## config.mk

```make
export PLATFORM = sky130hd
export DESIGN_NAME = evt_irq_timer
export DESIGN_NICKNAME = d
export VERILOG_FILES = /design/src/rtl/evt_timer_pkg.sv /design/src/rtl/evt_select.sv /design/src/rtl/evt_prescaler.sv /design/src/rtl/evt_main_ctr.sv /design/src/rtl/evt_irq_timer.sv
export SDC_FILE = /design/constraint.sdc
export NUM_CORES = 1
export LEC_CHECK = 0
export BUFFER_PORTS_ARGS = -buffer_cell sky130_fd_sc_hd__buf_2
export CAP_MARGIN = 30
export CORE_AREA = 2 2 50 98
export CTS_CLUSTER_SIZE = 14
export DETAILED_ROUTE_END_ITERATION = 8
export DIE_AREA = 0 0 52 100
export HOLD_SLACK_MARGIN = 0.15
export PLACE_DENSITY = 0.77
export RECOVER_POWER = 25
export SYNTH_ARGS = -nofsm -noshare
export SYNTH_HDL_FRONTEND = slang
export SYNTH_SLANG_ARGS = --single-unit
export TNS_END_PERCENT = 30
```

## constraint.sdc

```tcl
create_clock -name clk_i -period 5.5 [get_ports clk_i]
set_input_delay 0.55 -clock clk_i [delete_from_list [all_inputs] [get_ports clk_i]]
set_output_delay 0.55 -clock clk_i [all_outputs]
set_load 0.02 [all_outputs]
```

## src/rtl/evt_timer_pkg.sv

```systemverilog
package evt_timer_pkg;

  typedef enum logic [1:0] {
    SRC_CPU_CYC = 2'd0,
    SRC_A12     = 2'd1,
    SRC_PPU_RD  = 2'd2,
    SRC_CPU_WR  = 2'd3
  } src_e;

  typedef enum logic [1:0] {
    DIR_HOLD_A = 2'd0,
    DIR_UP     = 2'd1,
    DIR_DOWN   = 2'd2,
    DIR_HOLD_B = 2'd3
  } dir_e;

  typedef struct packed {
    dir_e       dir;
    logic [1:0] rsv;
    logic       use_adj;
    logic       narrow;
    src_e       src;
  } mode_t;

  localparam logic [2:0] OFS_EN   = 3'd0;
  localparam logic [2:0] OFS_MODE = 3'd1;
  localparam logic [2:0] OFS_OFF  = 3'd2;
  localparam logic [2:0] OFS_ON   = 3'd3;
  localparam logic [2:0] OFS_PRE  = 3'd4;
  localparam logic [2:0] OFS_CNT  = 3'd5;
  localparam logic [2:0] OFS_KEY  = 3'd6;
  localparam logic [2:0] OFS_ADJ  = 3'd7;

endpackage

```

## src/rtl/evt_select.sv

```systemverilog
module evt_select
  import evt_timer_pkg::*;
#(
  parameter int SYNC_STAGES = 2
) (
  input  logic clk_i,
  input  logic rst_ni,
  input  src_e src_i,
  input  logic cpu_cycle_i,
  input  logic a12_i,
  input  logic ppu_rd_i,
  input  logic cpu_wr_i,
  output logic evt_o
);

  // sync stages plus one history flop for edge detection
  logic [SYNC_STAGES:0] a12_sync_q;
  logic                 a12_rise;

  always_ff @(posedge clk_i or negedge rst_ni) begin
    if (!rst_ni) a12_sync_q <= '0;
    else         a12_sync_q <= {a12_sync_q[SYNC_STAGES-1:0], a12_i};
  end

  assign a12_rise = a12_sync_q[SYNC_STAGES-1] & ~a12_sync_q[SYNC_STAGES];

  always_comb begin
    unique case (src_i)
      SRC_CPU_CYC: evt_o = cpu_cycle_i;
      SRC_A12:     evt_o = a12_rise;
      SRC_PPU_RD:  evt_o = ppu_rd_i;
      default:     evt_o = cpu_wr_i;
    endcase
  end

endmodule

```

## src/rtl/evt_prescaler.sv

```systemverilog
module evt_prescaler #(
  parameter int W        = 8,
  parameter int NARROW_W = 3
) (
  input  logic         clk_i,
  input  logic         rst_ni,
  input  logic         evt_i,
  input  logic         up_i,
  input  logic         load_i,
  input  logic [W-1:0] load_val_i,
  input  logic         narrow_i,
  input  logic         use_adj_i,
  input  logic [W-1:0] adj_i,
  output logic         carry_o,
  output logic [W-1:0] pre_o
);

  localparam logic [W-1:0] NarrowMask = W'((1 << NARROW_W) - 1);

  logic [W-1:0] pre_q;
  logic [W-1:0] mask;

  always_comb begin
    if (use_adj_i)     mask = adj_i;
    else if (narrow_i) mask = NarrowMask;
    else               mask = '1;
  end

  // carry when the masked field is at its terminal value before the step
  assign carry_o = evt_i && !load_i &&
                   (up_i ? (&(pre_q | ~mask)) : ~(|(pre_q & mask)));

  always_ff @(posedge clk_i or negedge rst_ni) begin
    if (!rst_ni)    pre_q <= '0;
    else if (load_i) pre_q <= load_val_i;
    else if (evt_i)  pre_q <= up_i ? pre_q + 1'b1 : pre_q - 1'b1;
  end

  assign pre_o = pre_q;

endmodule

```

## src/rtl/evt_main_ctr.sv

```systemverilog
module evt_main_ctr #(
  parameter int W = 8
) (
  input  logic         clk_i,
  input  logic         rst_ni,
  input  logic         step_i,
  input  logic         up_i,
  input  logic         load_i,
  input  logic [W-1:0] load_val_i,
  output logic         wrap_o,
  output logic [W-1:0] cnt_o
);

  logic [W-1:0] cnt_q;

  assign wrap_o = step_i && !load_i && (up_i ? (&cnt_q) : ~(|cnt_q));

  always_ff @(posedge clk_i or negedge rst_ni) begin
    if (!rst_ni)     cnt_q <= '0;
    else if (load_i) cnt_q <= load_val_i;
    else if (step_i) cnt_q <= up_i ? cnt_q + 1'b1 : cnt_q - 1'b1;
  end

  assign cnt_o = cnt_q;

endmodule

```

## src/rtl/evt_irq_timer.sv

```systemverilog
module evt_irq_timer
  import evt_timer_pkg::*;
#(
  parameter int DW          = 8,
  parameter int NARROW_W    = 3,
  parameter int SYNC_STAGES = 2
) (
  input  logic          clk_i,
  input  logic          rst_ni,
  input  logic          wr_en_i,
  input  logic [2:0]    wr_addr_i,
  input  logic [DW-1:0] wr_data_i,
  input  logic          cpu_cycle_i,
  input  logic          a12_i,
  input  logic          ppu_rd_i,
  input  logic          cpu_wr_i,
  output logic          irq_o
);

  localparam int ModeW = $bits(mode_t);

  mode_t         mode_q;
  logic          en_q;
  logic          pend_q;
  logic [DW-1:0] key_q;
  logic [DW-1:0] adj_q;
  logic [DW-1:0] load_val;
  logic [DW-1:0] pre_q;
  logic [DW-1:0] cnt_q;
  logic [1:0]    dir_w;
  logic          wr_en, wr_mode, wr_off, wr_on, wr_pre, wr_cnt, wr_key, wr_adj;
  logic          evt_raw, evt, run, up, step, wrap, clr;

  assign wr_en   = wr_en_i && wr_addr_i == OFS_EN;
  assign wr_mode = wr_en_i && wr_addr_i == OFS_MODE;
  assign wr_off  = wr_en_i && wr_addr_i == OFS_OFF;
  assign wr_on   = wr_en_i && wr_addr_i == OFS_ON;
  assign wr_pre  = wr_en_i && wr_addr_i == OFS_PRE;
  assign wr_cnt  = wr_en_i && wr_addr_i == OFS_CNT;
  assign wr_key  = wr_en_i && wr_addr_i == OFS_KEY;
  assign wr_adj  = wr_en_i && wr_addr_i == OFS_ADJ;

  assign load_val = wr_data_i ^ key_q;
  assign dir_w    = mode_q.dir;
  assign run      = (mode_q.dir == DIR_UP) || (mode_q.dir == DIR_DOWN);
  assign up       = mode_q.dir == DIR_UP;
  assign evt      = evt_raw && run;
  assign clr      = wr_off || (wr_en && !wr_data_i[0]);

  always_ff @(posedge clk_i or negedge rst_ni) begin
    if (!rst_ni) begin
      mode_q <= '0;
      en_q   <= 1'b0;
      key_q  <= '0;
      adj_q  <= '0;
    end else begin
      if (wr_mode) mode_q <= mode_t'(wr_data_i[ModeW-1:0]);
      if (wr_en)   en_q   <= wr_data_i[0];
      else if (wr_off) en_q <= 1'b0;
      else if (wr_on)  en_q <= 1'b1;
      if (wr_key)  key_q  <= wr_data_i;
      if (wr_adj)  adj_q  <= wr_data_i;
    end
  end

  // clearing writes win over a wrap in the same cycle
  always_ff @(posedge clk_i or negedge rst_ni) begin
    if (!rst_ni)           pend_q <= 1'b0;
    else if (clr)          pend_q <= 1'b0;
    else if (wrap && en_q) pend_q <= 1'b1;
  end

  assign irq_o = pend_q;

  evt_select #(
    .SYNC_STAGES(SYNC_STAGES)
  ) u_sel (
    .clk_i      (clk_i),
    .rst_ni     (rst_ni),
    .src_i      (mode_q.src),
    .cpu_cycle_i(cpu_cycle_i),
    .a12_i      (a12_i),
    .ppu_rd_i   (ppu_rd_i),
    .cpu_wr_i   (cpu_wr_i),
    .evt_o      (evt_raw)
  );

  evt_prescaler #(
    .W       (DW),
    .NARROW_W(NARROW_W)
  ) u_pre (
    .clk_i     (clk_i),
    .rst_ni    (rst_ni),
    .evt_i     (evt),
    .up_i      (up),
    .load_i    (wr_pre),
    .load_val_i(load_val),
    .narrow_i  (mode_q.narrow),
    .use_adj_i (mode_q.use_adj),
    .adj_i     (adj_q),
    .carry_o   (step),
    .pre_o     (pre_q)
  );

  evt_main_ctr #(
    .W(DW)
  ) u_ctr (
    .clk_i     (clk_i),
    .rst_ni    (rst_ni),
    .step_i    (step),
    .up_i      (up),
    .load_i    (wr_cnt),
    .load_val_i(load_val),
    .wrap_o    (wrap),
    .cnt_o     (cnt_q)
  );

endmodule

```

==> reports/qor.yml, run 1 <==
run_status:
  outcome: "complete, but fails checks"
  violations: "max-capacitance violations, max-slew violations"
timing:
  period_minus_slack_ns: 2.85
  max_freq_mhz: 351
  fin_crit_sh: 0.518
  hold_violations: 0
  slew_headroom: -0.448
  setup-tns-final_ns: 0
  final_max_slew_viol_count: 42
  grt_setup_unrepaired: "no"
  clock_skew_ns: 0.00632
  tightest_slew_ns: 2.17
  setup_viol: 0
die:
  rows: 35
  fp.dieW_um: 52
  core_um2: 4510
  start_util: 0.569
  dieHeight_um: 100
  fp.dieArea_um2: 5200
  io_pins: 19
synth:
  synth_edf_count: 0
  synthesis.nets: 291
  synth_area_um2: 2570
  synth-adder-area-share: 0.0789
  synthCells: 258
  syn_area_per_cell_um2: 9.96
  synth_area_leader_cell: "dfrtp_1"
  synth-simple-area-share: 0.140
  synth_cell_types: 40
  ys_ff_latch: 43
  synth_top_family_by_area: "compound AO/OA/AOI/OAI gates"
  async_reset_ff_frac: 1.00
  seq_area_frac_synth: 0.419
  synth_compound_area_frac: 0.141
  synth_ff_type: "dfrtp_1"
  synthXorXnorAreaFrac: 0.0750
  yosysWarnings: 0
  netlist_top_cells_area: "dfrtp_1, ha_1, mux2_2, xnor2_1, mux2_1"
  synth_top_area_share: 0.419
  synth.area.mux_share: 0.123
critical_path:
  crit_start: "rst_ni"
  cp_slowest_stage_delay_ns: 1.57
  crit_path_end: "u_ctr.cnt_o[1]$_DFFE_PN0P_"
  end_kind: "asynchronous set/reset pin"
  timing.rr.end: "u_ctr.cnt_o[7]$_DFFE_PN0P_"
  r2r-start: "dir_w[1]$_DFFE_PN0P_"
  crit_chain: "dlygate4sd3_1, clkbuf_1, clkbuf_1"
  critPathLaunchType: "input port"
  critPathKind: "input port to asynchronous set/reset pin"
  ff2ff_setup_slack_ns: 2.67
  crit_arrival_ns: 2.82
  critPathMaxFanout: 41
  path_common_cell: "clkbuf_1"
  slowest_stage: "clkbuf_1"
  required_ns: 5.47
  reg2reg_depth: 11
clock_network:
  clock_sinks: 43
  numCtsBuffers: 5
  cts-htree-levels: 2
  clk_latency_ns: 0.30
  clockRootBuffer: "clkbuf_8"
  cts_buffer_depth: 2
  cts_resized: 0
  clkTransAtPathRegs_ns: 0.08
  cts_tree: "done"
drt:
  postRouteAntennaNets: 0
  dr.pass1.iters: 4
  vias_per_cell: 5.92
  totalWireLength_mm: 5.28
  vias: 1989
  post_drt_wl_per_cell_um: 15.7
  dr.first_iter.drc_count: 59
  drc: 0
min_path:
  hold_class: "input port to register"
placed_design:
  gp_congestion: 0.816
  hpwl_mm: 3.94
  dp_cells: 327
  io_buffers: 18
global_route:
  grt_pass1_wl_mm: 9.03
  grt_max_degree: 44
  grt_use_total: 0.229
  antenna_found_initial: 0
  overflow: 0
  grt_pass1_vias: 2009
power:
  power.density_nw_per_um2: 518
  max-vdd-ir-drop_mv: 0.328
  p_leak_nw: 1.20
finish:
  mostFrequentLayoutCell: "dfrtp_1"
  fin_cells: 336
  layout.nets: 314
  antennaDiodeCount: 0
  drive_above_1_share: 0.142
  mostFrequentLayoutCells: "dfrtp_1, nand2_1, nor2_1"
  syn_to_final_growth_pct: 10.2
job:
  maxCapViolCount: 1
## worst min-delay path by stage
| stage | start | to | slack [ns] | depth (start not counted) |
|---|---|---|---|---|
| final | a12_i | u_sel.a12_sync_q[0]$_DFF_PN0_ | 0.35 | 1 |
| after floorplan | rst_ni | adj_q[0]$_DFFE_PN0P_ | 0.25 | 0 |
| after CTS | a12_i | u_sel.a12_sync_q[0]$_DFF_PN0_ | 0.35 | 1 |
| after detailed placement | u_sel.a12_sync_q[0]$_DFF_PN0_ | u_sel.a12_sync_q[1]$_DFF_PN0_ | 0.34 | 0 |
| after global routing | a12_i | u_sel.a12_sync_q[0]$_DFF_PN0_ | 0.35 | 1 |
| after global placement | u_sel.a12_sync_q[0]$_DFF_PN0_ | u_sel.a12_sync_q[1]$_DFF_PN0_ | 0.34 | 0 |
## kinds of logic (layout without fill, tap and decap cells)
| group | count (synthesis) | in the layout |
|---|---|---|
| flip-flops | 43 | 43 |
| AND/OR/NAND/NOR | 75 | 75 |
| XOR/XNOR | 22 | 22 |
| multiplexers | 29 | 29 |
| adder cells (fa/ha/maj) | 15 | 15 |
| AO/OA/AOI/OAI | 59 | 59 |
| buffers and inverters | 15 | 38 |
## cell usage after synthesis (3+ instances only)
| library cell | count |
|---|---|
| a21oi_1 | 16 |
| clkbuf_1 | 4 |
| dfrtp_1 | 43 |
| ha_1 | 13 |
| inv_1 | 10 |
| mux2_1 | 9 |
| mux2_2 | 12 |
| mux2i_1 | 8 |
| nand2_1 | 24 |
| nand2b_1 | 5 |
| nand3_1 | 3 |
| nand4_1 | 4 |
| nor2_1 | 19 |
| nor2b_1 | 7 |
| nor3_1 | 6 |
| o21ai_0 | 9 |
| o21ai_1 | 14 |
| o21bai_1 | 3 |
| xnor2_1 | 13 |
| xor2_1 | 9 |
## critical path: cells and delay by family
kind	cells	cell delay, ns
buffers and inverters	3	2.24
## per-layer routing
| layer | routed length, µm | global-route usage | up-vias |
|---|---|---|---|
| met5 | 0 | 0 | - |
| met4 | 102 | 0.0870 | 0 |
| met3 | 148 | 0.0313 | 11 |
| met2 | 2810 | 0.394 | 40 |
| met1 | 2220 | 0.281 | 975 |
| li1 | - | - | 963 |
## state kept, by name (all words and copies together) (netlist names)
signal,flops
adj_q,8
dir_w,2
en_q,1
irq_o,1
key_q,8
mode_q,4
u_ctr.cnt_o,8
u_pre.pre_o,8
u_sel.a12_sync_q,3
## layout make-up
| type | count | area [µm²] |
|---|---|---|
| fillers | 368 | 1680 |
| multi-input cells | 200 | 1430 |
| flip-flops and latches | 43 | 1080 |
| repair buffers | 21 | 110 |
| clock buffers | 5 | 68.8 |
| well taps | 55 | 68.8 |
| clock inverters | 2 | 37.5 |
| inverters | 10 | 37.5 |
## timing repair
item / 4_1_cts / 5_1_grt
hold endpoints to repair: 0 / 2
hold buffers: 0 / 1
setup buffers: 0 / 0
## where the power goes
part | switching, mW | internal (mW) | total [mW]
Sequential | 0.104 | 0.413 | 0.516
Clock | 0.110 | 0.133 | 0.243
Combinational | 0.368 | 0.338 | 0.707
## per-stage QoR
step	area, µm²	setup WS (ns)	hold slack (ns)	utilization	total power, mW
after global routing	2830	2.08	0.347	0.628	1.58
after floorplan	2570	2.97	0.254	-	1.07
final	2830	2.65	0.354	0.628	1.47
after global placement	2710	2.79	0.343	0.601	1.19
after CTS	2820	2.65	0.349	0.625	1.47
after detailed placement	2710	2.69	0.341	0.601	1.21
No activity file was read; power rests on OpenSTA's default activity.
==> run 2: changes to the inputs <==
CORE_AREA = 2 2 52 103   (was 2 2 50 98)
DIE_AREA = 0 0 54 105   (was 0 0 52 100)
PLACE_DENSITY = 0.74   (was 0.77)
clock period = 2.6 ns   (was 5.5 ns; I/O delays follow)
==> run 2 against run 1 <==
The run now ends clean. Clock skew up 0.0012 ns. Final area up 3.8%. Count of clock-buffer cells in the layout unchanged. Critical endpoint is now u_pre.pre_o[6]$_DFFE_PN0P_. Core utilization down 2.3 points. Setup slack worse by 2.5 ns.
==> reports/qor.yml, run 2 (synthesis gave the netlist of run 1 again) <==
critical_path:
  critPathKind: "register to register"
  cp_slowest_stage_delay_ns: 0.44
  crit_start: "dir_w[1]$_DFFE_PN0P_"
  critPathMaxFanout: 5
  required_ns: 2.82
  r2r-start: "dir_w[1]$_DFFE_PN0P_"
  end_kind: "register"
  crit_buf_inv: 3
  path_delay_family: "compound AO/OA/AOI/OAI gates"
  critPathLaunchType: "register"
  crit_chain: "inv_1, ha_4, clkinvlp_4, buf_4, fa_1, a21o_1, a21oi_2, o21bai_1, a21oi_1, xnor2_1, mux2i_1, o21ai_0"
  slowest_stage: "fa_1"
  crit_arrival_ns: 2.70
global_route:
  grt_max_degree: 44
  grt_pass1_wl_mm: 9.26
  antenna_found_initial: 0
  overflow: 0
  grt_use_total: 0.223
  grt_pass1_vias: 2045
die:
  fp.dieW_um: 54
  rows: 36
  io_pins: 19
  start_util: 0.528
  dieHeight_um: 105
  fp.dieArea_um2: 5670
  core_um2: 4860
timing:
  period_minus_slack_ns: 2.48
  whs_ns: 0.236
  tightest_slew_ns: 1.02
  fin_ws_ns: 0.117
  setup-tns-final_ns: 0
  hold_violations: 0
  clock_skew_ns: 0.00755
  final_max_slew_viol_count: 0
  slew_headroom: 0.322
  fin_crit_sh: 0.955
  setup_viol: 0
  max_freq_mhz: 403
drt:
  dr.first_iter.drc_count: 49
  totalWireLength_mm: 5.47
  vias: 1990
  drc: 0
  vias_per_cell: 5.69
  dr.pass1.iters: 4
  post_drt_wl_per_cell_um: 15.6
  postRouteAntennaNets: 0
placed_design:
  io_buffers: 18
  dp_cells: 334
  place_ws_ns: 0.0283
  hpwl_mm: 4.21
  dpl_cell_area_um2: 2750
  gp_congestion: 0.873
min_path:
  hold_class: "input port to register"
  min_from: "wr_data_i[5]"
finish:
  mostFrequentLayoutCells: "dfrtp_1, nand2_1, nor2_1"
  syn_to_final_growth_pct: 14.5
  antennaDiodeCount: 0
  postLayoutCellArea_um2: 2940
  layout.nets: 325
  fillers: 415
  final_util: 0.604
  mostFrequentLayoutCell: "dfrtp_1"
  fin_cells: 350
  drive_above_1_share: 0.198
clock_network:
  numCtsBuffers: 5
  clk_latency_ns: 0.30
  clockRootBuffer: "clkbuf_8"
  clock_sinks: 43
  clkTransAtPathRegs_ns: 0.08
  cts-htree-levels: 2
  cts_buffer_depth: 2
  cts_tree: "done"
job:
  maxCapViolCount: 0
power:
  power.density_nw_per_um2: 1060
  finalPower_mw: 3.11
  max-vdd-ir-drop_mv: 0.807
  p_leak_nw: 1.25
run_status:
  outcome: "completed"
==> run 2: repair_timing <==
| item | in CTS | in global routing |
|---|---|---|
| resized for setup | 0 | 8 |
| hold buffers | 2 | 0 |
| endpoints found under the setup margin | 0 | 7 |
| buffers inserted | 0 | 4 |
| endpoints found under the hold margin | 44 | 0 |
==> run 2: final timing paths <==
| check | to | slack (ns) | cells past startpoint |
|---|---|---|---|
| max | u_pre.pre_o[6]$_DFFE_PN0P_ | 0.12 | 12 |
| min | adj_q[5]$_DFFE_PN0P_ | 0.24 | 2 |
| max reg2reg | u_pre.pre_o[6]$_DFFE_PN0P_ | 0.12 | 12 |
| min reg2reg | u_sel.a12_sync_q[1]$_DFF_PN0_ | 0.37 | 0 |
| max in group asynchronous | u_sel.a12_sync_q[0]$_DFF_PN0_ | 1.16 | 3 |
| min in group asynchronous | key_q[2]$_DFFE_PN0P_ | 0.28 | 2 |
==> run 2: worst reg2reg max path, cell delays in order, from the launching register on <==
cell and delay, ns:
dfrtp_1 0.36, inv_1 0.10, ha_4 0.18, clkinvlp_4 0.15, buf_4 0.17, fa_1 0.44
a21o_1 0.20, a21oi_2 0.18, o21bai_1 0.08, a21oi_1 0.18, xnor2_1 0.13, mux2i_1 0.08
o21ai_0 0.16
==> run 2: final cells by class <==
class                           instances  area [µm²]  area share
Sequential cell                        43        1080       0.366
Multi-Input combinational cell        200        1470       0.499
Timing Repair Buffer                   31         189      0.0643
Clock inverter                          3        20.0     0.00681
Timing Repair inverter                  1        7.51     0.00255
Tap cell                               57        71.3      0.0243
Inverter                               10        41.3      0.0140
Clock buffer                            5        68.8      0.0234
==> run 2: where the power goes <==
part           internal, mW  total (mW)  switching, mW
clock                 0.187       0.413          0.226
sequential            0.872        1.09          0.221
combinational         0.776        1.61          0.831
total                  1.84        3.11           1.28
==> run 2: metal layers <==
metal  vias up  wire length [µm]  track usage
li1        983                 -            -
met1       951              2000        0.243
met4         0               313        0.130
met5         -                 0            0
met3        19               134       0.0357
met2        37              3030        0.381
